## src/rtl/clkgate_pkg.sv

```systemverilog
package clkgate_pkg;
  localparam int CTRL_W = 4;
  localparam int RD_W   = CTRL_W + 1;
  localparam int F_STAT = CTRL_W;

  typedef struct packed {
    logic hyst_long;
    logic hyst_en;
    logic sw_en;
    logic sw_sel;
  } ctrl_t;

  localparam ctrl_t CTRL_RESET = '{hyst_long: 1'b0, hyst_en: 1'b0, sw_en: 1'b0, sw_sel: 1'b1};
endpackage

```

## src/rtl/clkgate_regs.sv

```systemverilog
module clkgate_regs
  import clkgate_pkg::*;
(
  input  logic              clk,
  input  logic              rst,
  input  logic              unlock_i,
  input  logic              wr_en_i,
  input  logic [CTRL_W-1:0] wr_data_i,
  input  logic              status_i,
  output ctrl_t             ctrl_o,
  output logic [RD_W-1:0]   rd_data_o
);
  ctrl_t ctrl_q;

  always_ff @(posedge clk) begin
    if (rst) begin
      ctrl_q <= CTRL_RESET;
    end else if (wr_en_i && unlock_i) begin
      ctrl_q <= ctrl_t'(wr_data_i);
    end
  end

  assign ctrl_o    = ctrl_q;
  assign rd_data_o = {status_i, ctrl_q};

  AST_LOCKED_NO_CHANGE: assert property (@(posedge clk) disable iff (rst)
    !unlock_i |=> $stable(ctrl_q));
  AST_UNLOCKED_WRITE: assert property (@(posedge clk) disable iff (rst)
    (unlock_i && wr_en_i) |=> (ctrl_q == $past(wr_data_i)));
endmodule

```

## src/rtl/clkgate_timer.sv

```systemverilog
module clkgate_timer #(
  parameter int ON_DLY  = 2,
  parameter int OFF_DLY = 2,
  parameter int HYST_LO = 8,
  parameter int HYST_HI = 32
) (
  input  logic clk,
  input  logic rst,
  input  logic req_i,
  input  logic hyst_en_i,
  input  logic hyst_long_i,
  output logic gate_o
);
  localparam int MAX_A = (ON_DLY > OFF_DLY) ? ON_DLY : OFF_DLY;
  localparam int MAX_B = (HYST_LO > HYST_HI) ? HYST_LO : HYST_HI;
  localparam int MAX_D = (MAX_A > MAX_B) ? MAX_A : MAX_B;
  localparam int CNT_W = $clog2(MAX_D + 1);

  logic             gate_q;
  logic [CNT_W-1:0] cnt_q;
  logic [CNT_W-1:0] lim_m1;

  always_comb begin
    if (!gate_q)          lim_m1 = CNT_W'(ON_DLY - 1);
    else if (!hyst_en_i)  lim_m1 = CNT_W'(OFF_DLY - 1);
    else if (hyst_long_i) lim_m1 = CNT_W'(HYST_HI - 1);
    else                  lim_m1 = CNT_W'(HYST_LO - 1);
  end

  always_ff @(posedge clk) begin
    if (rst) begin
      gate_q <= 1'b0;
      cnt_q  <= '0;
    end else if (req_i == gate_q) begin
      cnt_q  <= '0;
    end else if (cnt_q >= lim_m1) begin
      gate_q <= ~gate_q;
      cnt_q  <= '0;
    end else begin
      cnt_q  <= cnt_q + 1'b1;
    end
  end

  assign gate_o = gate_q;

  AST_RISE_NEEDS_REQ: assert property (@(posedge clk) disable iff (rst)
    $rose(gate_q) |-> $past(req_i));
  AST_FALL_NEEDS_DROP: assert property (@(posedge clk) disable iff (rst)
    $fell(gate_q) |-> !$past(req_i));
  AST_HELD_ON: assert property (@(posedge clk) disable iff (rst)
    (gate_q && req_i) |=> gate_q);
  AST_CNT_BOUND: assert property (@(posedge clk) disable iff (rst)
    cnt_q < CNT_W'(MAX_D));
endmodule

```

## src/rtl/clkgate_ctrl.sv

```systemverilog
module clkgate_ctrl
  import clkgate_pkg::*;
#(
  parameter int ON_DLY     = 2,
  parameter int OFF_DLY    = 2,
  parameter int HYST_LO    = 8,
  parameter int HYST_HI    = 32,
  parameter bit NO_DISABLE = 1'b0
) (
  input  logic              clk,
  input  logic              rst,
  input  logic              unlock_i,
  input  logic              wr_en_i,
  input  logic [CTRL_W-1:0] wr_data_i,
  input  logic              hw_req_i,
  output logic [RD_W-1:0]   rd_data_o,
  output logic              gate_en_o
);
  ctrl_t ctrl;
  logic  hw_q;
  logic  req;
  logic  gate;

  always_ff @(posedge clk) begin
    if (rst) hw_q <= 1'b0;
    else     hw_q <= hw_req_i;
  end

  assign req = ctrl.sw_sel ? (ctrl.sw_en | NO_DISABLE) : hw_q;

  clkgate_regs u_regs (
    .clk       (clk),
    .rst       (rst),
    .unlock_i  (unlock_i),
    .wr_en_i   (wr_en_i),
    .wr_data_i (wr_data_i),
    .status_i  (gate),
    .ctrl_o    (ctrl),
    .rd_data_o (rd_data_o)
  );

  clkgate_timer #(
    .ON_DLY  (ON_DLY),
    .OFF_DLY (OFF_DLY),
    .HYST_LO (HYST_LO),
    .HYST_HI (HYST_HI)
  ) u_timer (
    .clk         (clk),
    .rst         (rst),
    .req_i       (req),
    .hyst_en_i   (ctrl.hyst_en),
    .hyst_long_i (ctrl.hyst_long),
    .gate_o      (gate)
  );

  assign gate_en_o = gate;

  AST_NO_DISABLE_HOLD: assert property (@(posedge clk) disable iff (rst)
    (NO_DISABLE && ctrl.sw_sel && gate) |=> gate);
  AST_HW_IGNORES_EN: assert property (@(posedge clk) disable iff (rst)
    (!ctrl.sw_sel && !hw_q && !gate) |=> !gate);
endmodule

```

## config.mk

```make
export PLATFORM = sky130hd
export DESIGN_NAME = clkgate_ctrl
export DESIGN_NICKNAME = d
export VERILOG_FILES = /design/src/rtl/clkgate_pkg.sv /design/src/rtl/clkgate_regs.sv /design/src/rtl/clkgate_timer.sv /design/src/rtl/clkgate_ctrl.sv
export SDC_FILE = /design/constraint.sdc
export NUM_CORES = 1
export LEC_CHECK = 0
export ABC_AREA = 1
export BUFFER_PORTS_ARGS = -buffer_cell sky130_fd_sc_hd__buf_2
export CELL_PAD_IN_SITES_DETAIL_PLACEMENT = 1
export CELL_PAD_IN_SITES_GLOBAL_PLACEMENT = 1
export CORE_MARGIN = 4
export CORE_UTILIZATION = 40
export CTS_BUF_LIST = sky130_fd_sc_hd__clkbuf_4
export DETAILED_ROUTE_END_ITERATION = 12
export GPL_ROUTABILITY_DRIVEN = 0
export PLACE_DENSITY_LB_ADDON = 0.1
export SKIP_LAST_GASP = 1
export SLEW_MARGIN = 5
export SYNTH_ARGS = -nofsm -noshare
export SYNTH_HDL_FRONTEND = slang
export SYNTH_SLANG_ARGS = --single-unit
```

## constraint.sdc

```tcl
create_clock -name clk -period 2.7 [get_ports clk]
set_input_delay 0.135 -clock clk [delete_from_list [all_inputs] [get_ports clk]]
set_output_delay 0.135 -clock clk [all_outputs]
set_load 0.01 [all_outputs]
```

==> reports/qor.yml <==
fp.dieW_um: 46.9
period_minus_slack_ns: 1.55
r2r_slack_ns: 1.15
io_buffer_count: 14
ys_seq_area_share_pct: 39.7
dieArea_um2: 2200
cts_root_buf: "clkbuf_4"
yosysWarnings: 0
fillers: 191
worst_r2r_startpoint: "u_timer.gate_o"
fp-row-count: 13
grt-ovfl-total: 0
status: "completed"
max_stage_delay_ns: 0.42
grt_usage_pct: 14.3
tns_ns: 0
netlist_instances: 82
yosys.area_share.simple_pct: 30.0
worst_path_max_delay_cell: "dfxtp_1"
synth_top_family_by_area: "simple AND/OR/NAND/NOR gates"
drc_errors: 0
final_cell_area_um2: 698
hold_viol: 0
clk-insertion-delay-late_ns: 0.27
min_from: "rst"
fmax_ghz: 0.646
hold_path.class: "in -> reg"
cts_resized: 0
antenna_cells: 0
hold_depth: 2
htreeDepth: 1
post-cts-setup-buffers: 0
r2r_end: "u_timer.cnt_q[4]"
path_cells: "nand3_1 -> ha_1 -> inv_1 -> nor2_1 -> nand3_1 -> nand3_1 -> inv_1 -> nand2_2 -> nor2_1"
viasPerCell: 4.79
initial_core_util_pct: 44.3
synth_cell_type_count: 14
maxCapViolations: 0
slew_violations: 0
synth_area_leader_cell: "dfxtp_1"
power_density_nw_per_um2: 512
regArea_um2: 240
yosys-top-cells-area: "dfxtp_1, nor2_1, ha_1"
synth_top_area_share_pct: 39.7
power.leakage_nw: 0.348
cts_hold_buf: 0
routed_wl_um: 1270
rsz0062_at_grt: "no"
holdPathEnd: "hw_q"
syn-num-nets: 96
dr.first_iter.drc_count: 3
cp-start-kind: "flop"
cts_made_buffers: 3
cts_buffer_depth: 2
slew_headroom_pct: 87.4
path_max_fanout: 7
synth_compound_area_share_pct: 3.72
synth.avg_cell_area_um2: 7.39
reg2regPathDepth: 9
synthAdderAreaFrac_pct: 10.3
dr.pass1.iters: 2
cts_tree: "done"
ys_seq_elements: 12
cts.sinks: 12
multi_input_area_um2: 302
placed_area_um2: 672
syn_to_final_growth_pct: 15.3
vdd_drop_max_uv: 273
nets: 112
async_flop_share_pct: 0
synth_mux_area_share_pct: 0
crit_path_end_kind: "flop"
synthMostInstantiatedCell: "nor2_1"
synthFlopType: "dfxtp_1"
worstSetupPathType: "reg -> reg"
hpwl_um: 1070
worstPathRequired_ns: 2.86
clk_pin_slew_ns: 0.07
arrival_ns: 1.71
synth_xor_area_share_pct: 5.79
cp_common_cell: "nand3_1"
grt_pass1_vias: 512
ant_nets: 0
netlist_area_um2: 606
die_h_um: 46.9
core_um2: 1370
worst_slew_pin_slew_ns: 0.188
antenna_found_initial: 0
drive_gt1_share_pct: 21.6
skew_ns: 0.00121
post_drt_wl_per_cell_um: 11.4
synth_commonest_cells: "nor2_1, nand2_1, dfxtp_1"
synth_edf_count: 0
grt_start_max_net_pins: 8
io_pins: 15
fin_crit_sh_pct: 57.3
finalSetupViolCount: 0
grt_pass1_wl_um: 2130
vias: 536
## kinds of logic (layout without fill, tap and decap cells)
family                     count (synthesis)  count (layout)
AOI/OAI and AO/OA                          4               4
xor gates and xnor gates                   4               4
adders and majority gates                  5               5
buffers and inverters                     14              29
DFF                                       12              12
and+or+nand+nor                           43              43
## critical path: cells and delay by family (launching register included)
kind / cells / cell delay, ns
and+or+nand+nor: 6 / 0.59
DFF: 1 / 0.42
adders and majority gates: 1 / 0.32
buffers and inverters: 2 / 0.12
## cell usage in the layout, fill, tap and decap left out
cell type  Yosys  layout
clkinv_1       0       1
nand2_1       15      15
clkbuf_4       0       3
ha_1           5       5
nand3_1        5       5
xnor2_1        2       2
dfxtp_1       12      12
o211ai_1       1       1
nor2_2         1       1
inv_1         11      11
buf_2          0      14
nand2_2        3       3
o21ai_0        3       3
nor2_1        18      18
xor2_1         2       2
nand3b_1       1       1
## flip-flops by register name (all words and copies together), names as in the netlist
signal and cells:
u_regs.ctrl_o 4, hw_q 1, u_timer.cnt_q 6, u_timer.gate_o 1
## per-stage QoR
stage / power, mW / hold WS (ns) / utilization, % / setup WS [ns] / instances
2_1_floorplan: 0.235 / 0.206 / - / 1.27 / 82
3_3_place_gp: 0.250 / 0.334 / 49.2 / 1.25 / 108
3_5_place_dp: 0.252 / 0.339 / 49.2 / 1.12 / 108
4_1_cts: 0.365 / 0.0502 / 51.1 / 1.12 / 112
5_1_grt: 0.378 / 0.0643 / 51.1 / 0.988 / 112
6_report: 0.358 / 0.0554 / 51.1 / 1.15 / 112
## power breakdown
part,switching (mW),total (mW),leakage [nW],internal (mW)
registers,0.00854,0.194,0.0980,0.186
clock network,0.0577,0.111,0.0154,0.0534
logic,0.0303,0.0524,0.235,0.0221
## per-layer routing
| layer | vias to the layer above | global-route usage (%) | share of wire, % |
|---|---|---|---|
| li1 | 277 | - | - |
| met2 | 8 | 21.1 | 47 |
| met1 | 249 | 18.7 | 48 |
| met3 | 2 | 2.30 | 4.0 |
| met4 | 0 | 9.94 | 1.2 |
| met5 | - | 0 | 0 |
## worst max path at each step
stage                                   to      startpoint  slack, ns
after global placement    u_timer.cnt_q[4]  u_timer.gate_o       1.25
after floorplan           u_timer.cnt_q[2]  u_timer.gate_o       1.27
final                     u_timer.cnt_q[4]  u_timer.gate_o       1.15
after CTS                 u_timer.cnt_q[4]  u_timer.gate_o       1.12
after global routing      u_timer.cnt_q[4]  u_timer.gate_o       0.99
after detailed placement  u_timer.cnt_q[4]  u_timer.gate_o       1.12
## layout make-up
class,instances,area share [%]
Clock buffer,3,3.23
Sequential cell,12,34.4
Inverter,11,5.91
Tap cell,15,2.69
Timing Repair Buffer,14,10.0
Multi-Input combinational cell,56,43.2
Clock inverter,1,0.538
No activity file was read; power rests on OpenSTA's default activity.
